### src/rtl/opshift_pkg.sv
package opshift_pkg;

  // Shift type code carried on the shift_kind port
  typedef enum logic [1:0] {
    SK_LSL = 2'd0,
    SK_LSR = 2'd1,
    SK_ASR = 2'd2,
    SK_ROR = 2'd3
  } shift_kind_e;

  // Which result source the output mux forwards
  typedef enum logic [2:0] {
    OS_PASS   = 3'd0,  // unchanged source, carry flag through
    OS_BARREL = 3'd1,  // barrel result, count 1..DATA_W-1
    OS_FULL   = 3'd2,  // shift by exactly DATA_W
    OS_BEYOND = 3'd3,  // shift by more than DATA_W
    OS_RRX    = 3'd4,  // one-bit rotate through carry
    OS_WRAP   = 3'd5   // rotate by a whole multiple of the rotate span
  } out_sel_e;

endpackage

### src/rtl/opshift_amt_decode.sv
module opshift_amt_decode
  import opshift_pkg::*;
#(
  parameter int DATA_W    = 32,
  parameter int REG_AMT_W = 8,
  parameter int ROT_CNT_W = 4,
  localparam int CNT_W    = $clog2(DATA_W)
) (
  input  shift_kind_e          kind,
  input  logic                 use_reg,
  input  logic [CNT_W-1:0]     imm_amt,
  input  logic [REG_AMT_W-1:0] reg_amt,
  output out_sel_e             sel,
  output logic [CNT_W-1:0]     cnt
);

  localparam logic [REG_AMT_W-1:0] FULL_AMT = REG_AMT_W'(DATA_W);

  logic                 reg_zero;
  logic                 reg_full;
  logic                 reg_over;
  logic [ROT_CNT_W-1:0] rot_cnt;

  assign reg_zero = (reg_amt == '0);
  assign reg_full = (reg_amt == FULL_AMT);
  assign reg_over = (reg_amt > FULL_AMT);
  assign rot_cnt  = reg_amt[ROT_CNT_W-1:0];

  always_comb begin
    sel = OS_BARREL;
    cnt = '0;
    if (use_reg) begin
      if (reg_zero) begin
        sel = OS_PASS;
      end else if (kind == SK_ROR) begin
        if (rot_cnt == '0) sel = OS_WRAP;
        else               cnt = CNT_W'(rot_cnt);
      end else if (reg_full) begin
        sel = OS_FULL;
      end else if (reg_over) begin
        sel = OS_BEYOND;
      end else begin
        cnt = reg_amt[CNT_W-1:0];
      end
    end else if (imm_amt == '0) begin
      case (kind)
        SK_LSL:  sel = OS_PASS;
        SK_ROR:  sel = OS_RRX;
        default: sel = OS_FULL;
      endcase
    end else begin
      cnt = imm_amt;
    end
  end

endmodule

### src/rtl/opshift_barrel.sv
module opshift_barrel
  import opshift_pkg::*;
#(
  parameter int DATA_W = 32,
  localparam int CNT_W = $clog2(DATA_W)
) (
  input  shift_kind_e       kind,
  input  logic [DATA_W-1:0] val,
  input  logic [CNT_W-1:0]  cnt,
  output logic [DATA_W-1:0] res,
  output logic              cbit
);

  // One stage: move by a fixed distance d according to the type
  function automatic logic [DATA_W-1:0] step(input logic [DATA_W-1:0] v,
                                             input shift_kind_e kd,
                                             input int d);
    case (kd)
      SK_LSL:  return v << d;
      SK_LSR:  return v >> d;
      SK_ASR:  return DATA_W'($signed(v) >>> d);
      default: return (v >> d) | (v << (DATA_W - d));
    endcase
  endfunction

  // Last bit moved out: index DATA_W-n for left, n-1 otherwise
  function automatic logic tap(input logic [DATA_W-1:0] v,
                               input shift_kind_e kd,
                               input logic [CNT_W-1:0] n);
    logic [CNT_W-1:0] idx;
    if (n == '0) return 1'b0;
    idx = (kd == SK_LSL) ? (CNT_W'(0) - n) : (n - 1'b1);
    return v[idx];
  endfunction

  logic [DATA_W-1:0] stg [CNT_W+1];

  assign stg[0] = val;

  for (genvar k = 0; k < CNT_W; k++) begin : g_stage
    assign stg[k+1] = cnt[k] ? step(stg[k], kind, 1 << k) : stg[k];
  end

  assign res  = stg[CNT_W];
  assign cbit = tap(val, kind, cnt);

endmodule

### src/rtl/opshift_outmux.sv
module opshift_outmux
  import opshift_pkg::*;
#(
  parameter int DATA_W = 32
) (
  input  out_sel_e          sel,
  input  shift_kind_e       kind,
  input  logic [DATA_W-1:0] src,
  input  logic              cin,
  input  logic [DATA_W-1:0] bar_res,
  input  logic              bar_c,
  output logic [DATA_W-1:0] res,
  output logic              cout
);

  logic msb;
  assign msb = src[DATA_W-1];

  always_comb begin
    res  = '0;
    cout = 1'b0;
    case (sel)
      OS_PASS: begin
        res  = src;
        cout = cin;
      end
      OS_BARREL: begin
        res  = bar_res;
        cout = bar_c;
      end
      OS_FULL: begin
        if (kind == SK_ASR) begin
          res  = {DATA_W{msb}};
          cout = msb;
        end else begin
          cout = (kind == SK_LSL) ? src[0] : msb;
        end
      end
      OS_BEYOND: begin
        if (kind == SK_ASR) begin
          res  = {DATA_W{msb}};
          cout = msb;
        end
      end
      OS_RRX: begin
        res  = {cin, src[DATA_W-1:1]};
        cout = src[0];
      end
      OS_WRAP: begin
        res  = src;
        cout = msb;
      end
      default: begin
        res  = '0;
        cout = 1'b0;
      end
    endcase
  end

endmodule

### src/rtl/opshift_unit.sv
module opshift_unit
  import opshift_pkg::*;
#(
  parameter int DATA_W    = 32,
  parameter int REG_AMT_W = 8,
  parameter int ROT_CNT_W = 4,
  localparam int CNT_W    = $clog2(DATA_W)
) (
  input  logic [DATA_W-1:0] src_val,
  input  logic [1:0]        shift_kind,
  input  logic              use_reg_amt,
  input  logic [CNT_W-1:0]  imm_amt,
  input  logic [DATA_W-1:0] reg_amt,
  input  logic              carry_in,
  output logic [DATA_W-1:0] op_out,
  output logic              carry_out
);

  shift_kind_e       kind;
  out_sel_e          out_sel;
  logic [CNT_W-1:0]  bar_cnt;
  logic [DATA_W-1:0] bar_res;
  logic              bar_c;
  logic              unused_amt_hi;

  assign kind          = shift_kind_e'(shift_kind);
  assign unused_amt_hi = ^reg_amt[DATA_W-1:REG_AMT_W];

  opshift_amt_decode #(
    .DATA_W(DATA_W), .REG_AMT_W(REG_AMT_W), .ROT_CNT_W(ROT_CNT_W)
  ) u_dec (
    .kind    (kind),
    .use_reg (use_reg_amt),
    .imm_amt (imm_amt),
    .reg_amt (reg_amt[REG_AMT_W-1:0]),
    .sel     (out_sel),
    .cnt     (bar_cnt)
  );

  opshift_barrel #(.DATA_W(DATA_W)) u_bar (
    .kind (kind),
    .val  (src_val),
    .cnt  (bar_cnt),
    .res  (bar_res),
    .cbit (bar_c)
  );

  opshift_outmux #(.DATA_W(DATA_W)) u_mux (
    .sel     (out_sel),
    .kind    (kind),
    .src     (src_val),
    .cin     (carry_in),
    .bar_res (bar_res),
    .bar_c   (bar_c),
    .res     (op_out),
    .cout    (carry_out)
  );

endmodule

### config.mk
export PLATFORM = sky130hd
export DESIGN_NAME = opshift_unit
export DESIGN_NICKNAME = d
export VERILOG_FILES = /design/src/rtl/opshift_pkg.sv /design/src/rtl/opshift_amt_decode.sv /design/src/rtl/opshift_barrel.sv /design/src/rtl/opshift_outmux.sv /design/src/rtl/opshift_unit.sv
export SDC_FILE = /design/constraint.sdc
export NUM_CORES = 1
export LEC_CHECK = 0
export ABC_AREA = 1
export BUFFER_PORTS_ARGS = -buffer_cell sky130_fd_sc_hd__buf_2
export CAP_MARGIN = 10
export CORE_MARGIN = 1.5
export CORE_UTILIZATION = 30
export DETAILED_ROUTE_END_ITERATION = 6
export PLACE_DENSITY_LB_ADDON = 0.1
export SYNTH_ARGS = -nofsm -noshare
export SYNTH_HDL_FRONTEND = slang
export SYNTH_HIERARCHICAL = 1
export SYNTH_SLANG_ARGS = --single-unit
### constraint.sdc
create_clock -name vclk -period 10.5
set_input_delay 1.575 -clock vclk [all_inputs]
set_output_delay 1.575 -clock vclk [all_outputs]
set_load 0.005 [all_outputs]
## After elaboration in Yosys (flattened, before gate mapping)

Cells that the tools add are included.

- Bits in registers: 0
- Bits in latches: 0
- RAM bits: 0
- Bits in read-only memories: 0
- Word-level logic and storage cells: 63
- Memories: 0

- Add/sub/neg operators: 2
- $mul: 0
- Div/mod/pow operators: 0
- Order comparisons: 2
- Equal/unequal tests: 9
- Shift operators: 0
- Muxes and demuxes: 37
- Bitwise gates (word level): 5
- Reduce and logical (&&, ||, !) cells: 8

Operators with widths:

| operator | count |
|---|---|
| one-hot mux 32 bit (3 select lines) | 5 |
| 2-to-1 mux 32 bit | 6 |
| one-hot mux 32 bit (4 select lines) | 1 |
| 2-to-1 mux 5 bit | 7 |
| OR 16 x 32 -> 32 bit | 1 |
| OR 24 x 32 -> 32 bit | 1 |
| OR 28 x 32 -> 32 bit | 1 |
| OR 30 x 32 -> 32 bit | 1 |
| OR 31 x 32 -> 32 bit | 1 |
| 2-to-1 mux 3 bit | 6 |
| zero test 5 bit | 2 |
| equality test 8 x 6 -> 1 bit (second input constant) | 1 |
| greater-than comparator 8 x 6 -> 1 bit (second input constant) | 1 |
| zero test 8 bit | 1 |
| 2-to-1 mux 1 bit | 7 |
| equality test 3 x 2 -> 1 bit (second input constant) | 2 |
| equality test 3 bit (second input constant) | 2 |
| < comparator 5 x 6 -> 1 bit (second input constant) | 1 |
| one-hot mux 1 bit (6 select lines) | 1 |
| one-hot mux 3 bit (2 select lines) | 1 |
| binary-select mux 1 bit (select 5 bit) | 1 |
| subtractor 1 x 5 -> 5 bit (first input constant) | 1 |
| subtractor 5 x 1 -> 5 bit (second input constant) | 1 |
| equality test 2 bit (second input constant) | 2 |
| 8 further kinds | 9 |

## Depth between registers and ports, before layout

Gate-level depths: netlist of run 1.

- Word-level depth: 20
- Gate-level depth with buffers: 22
- Gate-level depth less buffers: 21

## By module

The synthesis of run 1 kept the hierarchy.

By module, submodules not included:

| module | instances | cells an instance | area an instance (um2) |
|---|---|---|---|
| opshift_barrel | 1 | 822 | 3744.8 |
| opshift_outmux | 1 | 173 | 814.5 |
| opshift_amt_decode | 1 | 48 | 227.7 |

## Least setup slack after synthesis of run 1

No wires, ideal clock.

- Path kind: in2out
- Start: input port shift_kind[0]
- End: output port carry_out
- Data arrival time: 3.936 ns
- Path slack: 4.989 ns
- Stages: 21
- Buffers on the path: 1
- Cell sequence: ha_1 inv_2 nand2_2 nand3_1 nand2_1 inv_2 buf_1 ha_1 xnor2_4 inv_2 a21oi_1 o21ai_0 o211ai_2 nand3_1 o21ai_1 nor2_1 nor2_1 nand4_1 nand2_1 inv_1 nand3_1

- Longest elaborated chain between the ends: 10
- Elaborated cells on any way between the ends: 29
- Those cells by class: add/sub (2); eq/ne (7); mux (17); reduce/logical (3)

RTL lines:

| what | RTL line | text |
|---|---|---|
| start, declared | opshift_unit.sv:10 | `input logic [1:0] shift_kind,` |
| equality test 2 bit (*) | opshift_amt_decode.sv:35 | `end else if (kind == SK_ROR) begin` |
| 2-to-1 mux 5 bit (*) | opshift_amt_decode.sv:35 |  |
| 2-to-1 mux 5 bit (*) | opshift_amt_decode.sv:33 | `if (reg_zero) begin` |
| 2-to-1 mux 5 bit (*) | opshift_amt_decode.sv:32 | `if (use_reg) begin` |
| named net bar_cnt[1] | opshift_unit.sv:21 | `logic [CNT_W-1:0] bar_cnt;` |
| subtractor 5 x 1 -> 5 bit or subtractor 1 x 5 -> 5 bit (tied branches) | opshift_barrel.sv:32 | `idx = (kd == SK_LSL) ? (CNT_W'(0) - n) : (n - 1'b1);` |
| 2-to-1 mux 5 bit | opshift_barrel.sv:32 |  |
| binary-select mux 1 bit (select 5 bit) | opshift_barrel.sv:33 | `return v[idx];` |
| 2-to-1 mux 1 bit (implied by the code) | opshift_barrel.sv:33 |  |
| 2-to-1 mux 1 bit (*) | opshift_barrel.sv:32 |  |
| named net bar_c | opshift_unit.sv:23 | `logic bar_c;` |
| one-hot mux 1 bit (6 select lines) (*) | opshift_outmux.sv:22 | `case (sel)` |
| end, declared | opshift_unit.sv:16 | `output logic carry_out` |

The timed path passes the listed nets; every way through them passes the cells marked *. The select of a mux whose other input is x is not followed.

## Worst setup path after layout of run 1

- Start: input port shift_kind[1]
- End: output port carry_out

Same word-level chain as after synthesis.

==> results by group, run 1 <==
Final layout
  • CLK BUF: 0
  • Area grow syn2layout: 8.18%
  • Seq cells: 0
  • Diode count: 0
  • Nets: approximately 1100
  • Fraction of layout cells with a size suffix above 1: 13.1%
  • Reg area: 0 um2
  • Final core utilization: 33.7%

Synthesis
  • Post-Synth Adder-Cell Area: 1.05%
  • Top cell type's share of synthesized area: 40.6%
  • Leading area contributor after synthesis: nand2_1
  • Most frequent cell after synthesis: nand2_1
  • Post-Syn Area per Cell: 4.59 um2
  • Synth Warn #: 6
  • Commonest cells post-synth: nand2_1, nand3_1, nand4_1, inv_1, nor2_1
  • Syn Std Cell Area: 4790 um2
  • Synth Area in Simple Gates: 77.3%
  • Unique masters post-synth: 34
  • Post-Synthesis Cells: ~1000
  • Synth top area cells: nand2_1, nand3_1, nand4_1
  • XOR/XNOR share of the synthesized area: around 1.3%
  • Mux contribution to synthesized area: 0%
  • Largest family of logic cells by synthesized area: simple AND/OR/NAND/NOR gates
  • Sequential share of the synthesized area: 0%
  • Synth Area in Compound Gates: 9.12%
  • Mapped Nets: 1120

Routing
  • Via density: 5.50
  • Antenna Nets Post-Route: 0
  • Residual DRC: 0
  • DRT Pass-1 Iters: 7
  • Drt total wl: 24000 um
  • Initial drt markers: 926
  • Detailed-route via count: just over 7000
  • Drt wl/cell: 18.7 um

Critical path
  • Kind of critical path: in -> out
  • Slowest Stage Delay on Critical Path: 0.48 ns
  • Worst endpoint data arrival time: 5.29 ns
  • Setup crit start kind: primary input
  • Slowest-stage cell, CP: ha_1
  • Req. time, crit path: 8.93 ns
  • Worst Setup End Kind: primary output
  • CP Cell Sequence: buf_2 -> ha_1 -> inv_2 -> nand2_2 -> nand3_1 -> nand2_1 -> buf_4 -> inv_1 -> ha_1 -> xnor2_4 -> inv_2 -> nor2_1 -> o21ai_0 -> o211ai_1 -> nand3_1 -> o21ai_1 -> nor2_1 -> nor2_1 -> nand4_1 -> nand2_1 -> inv_1 -> nand3_1 -> buf_2
  • Crit-path max FO: 58

Timing
  • Tmin final: 6.87 ns
  • Max Clock Freq: 146 MHz
  • Period utilisation layout: 65.4%
  • Slew headroom: 16.0%
  • Final Hold Viols: 0
  • Pins Over Slew Limit: 0
  • Setup violations, final: 0
  • Slew @ Worst Pin: 1.26 ns
  • RSZ-0062 raised after global routing: false
  • Worst setup margin: ~3.6 ns
  • Final setup TNS: 0 ns

Die
  • # IOs: 106
  • Initial Utilization: 31.1%
  • Area of the die: 16700 um2
  • Core Box Area: between 15000 and 20000 um2
  • Row cnt: 45
  • Die width: 129 um
  • Chip height: approximately 130 um

Status
  • Status: finished, final reports clean

Power and ir drop
  • Clock network power share: 0%
  • Pint: approximately 0.00012 W
  • Sequential power share: 0%
  • Leak: 2.74 nW
  • VDD IR-drop max: 0.0252 mV
  • Sw Ratio: 68.9%
  • P_sw: 0.000262 W
  • Comb power frac: 100.0%
  • Pwr dens: between 70 and 80 nW/um2

Placement
  • IO Port Bufs: 82
  • Final HPWL DP: approximately 18000 um
  • Placer Congestion: 0.996
  • Post-place setup slack: approximately 3.7 ns

Global route
  • First-pass GRT wire length: 35900 um
  • Initial antenna violation count: 1
  • Vias in the first global route: approximately 6000
  • Total Routing Usage GR: 28.0%
  • Gr ovfl total: 0
  • Largest net degree at the start of global routing: 59

Clock network
  • Post-CTS setup repair buffer count: 0
  • CTS-repair resized insts: 0
  • Cts hold-fix bufs: 0

Job
  • Max-cap violations: 0

Worst hold path
  • Tightest Hold Check Type: in -> out
power groups by stage:
| stage | combinational [W] | sequential [W] | clock (W) |
|---|---|---|---|
| finish | 0.000379 | 0 | 0 |
| global route | 0.000417 | 0 | 0 |
| CTS | 0.000370 | 0 | 0 |
| detailed placement | 0.000369 | 0 | 0 |
| global placement | 0.000370 | 0 | 0 |
| floorplan | 0.000248 | 0 | 0 |
cell families (layout without fill, tap and decap cells):
logic type / after synthesis / in the layout
simple gates: 840 / 840
buf+inv: 116 / 142
compound gates: 79 / 79
fa+ha+maj: 4 / 4
xor+xnor: 4 / 4
worst max-delay path, delay by kind of cell:
family	cells	cell delay, ns
buffers and inverters	7	1.46
AOI/OAI and AO/OA	3	0.27
xor gates and xnor gates	1	0.30
and+or+nand+nor	10	0.97
adders and majority gates	2	0.68
per-layer routing:
layer	track usage [%]	wire length, um	vias to the layer above
met5	0	0	-
met4	6.74	586	0
met3	3.55	2370	34
met2	42.9	10100	337
met1	41.2	10900	3170
li1	-	-	3501
worst paths after layout:
path / slack [ns] / from / cells past startpoint / endpoint
worst min-delay path: 3.46 / carry_in / 4 / op_out[31]
worst max-delay path: 3.63 / shift_kind[1] / 23 / carry_out
through the flow:
stage | total power, W | hold WS, ns | instances | cell area (um2)
final | 0.000379 | 3.46 | 1280 | 5180
after global routing | 0.000417 | 3.50 | 1280 | 5180
after CTS | 0.000370 | 3.47 | 1280 | 5180
after detailed placement | 0.000369 | 3.47 | 1280 | 5180
after global placement | 0.000370 | 3.46 | 1280 | 5180
after floorplan | 0.000248 | 3.25 | 1043 | 4790
placed cells by master, fill, tap and decap left out, drive strengths merged:
| master | count |
|---|---|
| o21ai | 45 |
| inv | 50 |
| nor2 | 45 |
| xor2 | 3 |
| o21a | 1 |
| o211ai | 9 |
| nand2 | 524 |
| nor3 | 4 |
| xnor2 | 1 |
| clkinv | 3 |
| or2 | 18 |
| ha | 4 |
| a21oi | 18 |
| o21bai | 2 |
| nand3 | 176 |
| buf | 89 |
| o22ai | 3 |
| a21boi | 1 |
| nand4 | 73 |
final cells by class:
type	count	area (um2)
inverter	53	199
tap	211	264
multi-input combinational	927	4250
timing repair buffer	89	463
fill	1911	10200
(Power assumes the default switching activity.)
==> run 2, diff against run 1 <==
clock period = 6.09 ns   (was 10.5 ns; I/O delays follow)
==> run 2 against run 1 <==
Effect of this change:
- sequential share of layout area unchanged
- critical path depth is 1 lower
- core utilization is 0.36 points higher
- die area unchanged
- count of clock-buffer cells in the layout unchanged
- global-route usage is 0.91 points higher
- worst hold slack worse by 1.3 ns
- first-iteration DRC count grew 4.6%
- non-clock buffer count rose by 7
- routed wire length increased by 2.8%
- design area up 1.1%
- highest routed layer unchanged
==> results by group, run 2 (synthesis results as in run 1) <==
Timing
  • Max Clock Freq: roughly 200 MHz
  • Period utilisation layout: 82.4%
  • Final Hold Viols: 0 (unchanged)
  • Slew headroom: 31.8% (+16 points)
  • Final setup TNS: 0 ns (unchanged)
  • RSZ-0062 raised after global routing: false
  • Tmin final: 5.02 ns
  • Pins Over Slew Limit: 0 (unchanged)
  • Slew @ Worst Pin: 1.01 ns (-0.244 ns)
  • Setup violations, final: 0 (unchanged)

Critical path
  • Crit-path max FO: 35 (-40%)
  • Kind of critical path: in -> out
  • Req. time, crit path: 5.18 ns (-3.75 ns)
  • Worst endpoint data arrival time: 4.10 ns (-1.19 ns)
  • Worst Setup End Kind: primary output
  • Setup crit start kind: primary input

Routing
  • Drt wl/cell: 19.1 um (+2.2%)
  • Initial drt markers: 969 (+4.6%)
  • Detailed-route via count: 7243 (+2.9%)
  • Drt total wl: 24600 um (+2.8%)
  • Antenna Nets Post-Route: 0 (unchanged)
  • Via density: 5.62 (+2.2%)
  • Residual DRC: 0 (unchanged)
  • DRT Pass-1 Iters: 6 (-1)

Final layout
  • Commonest non-fill, non-tap cell in the layout: nand2_1
  • Area grow syn2layout: 9.33%
  • Cell area after layout: 5230 um2 (+1.1%)
  • CLK BUF: 0 (unchanged)
  • Reg area: 0 um2 (unchanged)
  • Fraction of layout cells with a size suffix above 1: 13.7% (+0.57 points)
  • Seq cells: 0 (unchanged)
  • Most frequent cells in the layout: nand2_1, nand3_1, buf_2
  • Nets: 1155 (+0.61%)

Placement
  • IO Port Bufs: 82 (unchanged)
  • Placer Congestion: 0.948 (-4.8%)
  • Final HPWL DP: 18500 um (+3.3%)
  • Dpl cell area: 5230 um2 (+1.0%)

Global route
  • Total Routing Usage GR: 28.9% (+0.91 points)
  • Largest net degree at the start of global routing: 58 (-1.7%)
  • Initial antenna violation count: 1 (unchanged)
  • Vias in the first global route: 6273 (+4.2%)
  • First-pass GRT wire length: 37000 um (+3.0%)
  • Gr ovfl total: 0 (unchanged)

Job
  • Max-cap violations: 0 (unchanged)

Clock network
  • CTS-repair resized insts: 0 (unchanged)
  • Post-CTS setup repair buffer count: 0 (unchanged)
  • Cts hold-fix bufs: 0 (unchanged)

Die
  • Area of the die: 16700 um2 (unchanged)
  • Core Box Area: 15400 um2 (unchanged)
  • Chip height: 129 um (unchanged)
  • # IOs: 106 (unchanged)
  • Initial Utilization: 31.1% (unchanged)
  • Die width: 129 um (unchanged)
  • Row cnt: 45 (unchanged)

Status
  • Status: finished, final reports clean

Worst hold path
  • Hold Path Depth: 4 (unchanged)
  • Tightest Hold Check Type: in -> out
==> run 2: routing by layer <==
metal / track usage [%] / share of wire, % / vias up
li1: - / - / 3513
met1: 41.2 / 44 / 3280
met2: 45.6 / 43 / 395
met3: 3.22 / 9.7 / 55
met4: 8.59 / 3.5 / 0
met5: 0 / 0 / -
==> run 2: path summary, 6_finish.rpt <==
path,start,endpoint,slack [ns]
setup / recovery,shift_kind[0],carry_out,1.07
hold / removal,carry_in,op_out[31],2.14
==> run 2: worst max-delay path, stage by stage <==
cell and delay, ns:
buf_2 0.17, ha_1 0.23, inv_2 0.09, nand2_2 0.09, nand3_1 0.07, o21ai_0 0.36, inv_2 0.20, buf_4 0.38
nand2_1 0.12, nand2_2 0.13, xor2_2 0.27, inv_2 0.10, nand3_1 0.11, o211ai_1 0.10, nand3_1 0.09, nand2_1 0.05
nor2_1 0.22, nand4_1 0.13, nand2_1 0.08, inv_1 0.04, nand3_1 0.06, buf_2 0.11
==> run 2: per-stage QoR <==
step / std cells / setup slack, ns / hold slack (ns) / utilization, %
global route: 1287 / 0.838 / 2.16 / 34.0
finish: 1288 / 1.07 / 2.14 / 34.0
detailed placement: 1287 / 1.17 / 2.14 / 34.0
global placement: 1287 / 1.15 / 2.14 / 34.0
floorplan: 1043 / 1.90 / 1.93 / -
CTS: 1287 / 1.15 / 2.14 / 34.0
==> run 2: layout make-up <==
cell class | count | area, um2
antenna | 1 | 2.50
fill | 1875 | 10100
inverter | 53 | 199
multi-input combinational | 927 | 4250
tap | 211 | 264
timing repair buffer | 96 | 515
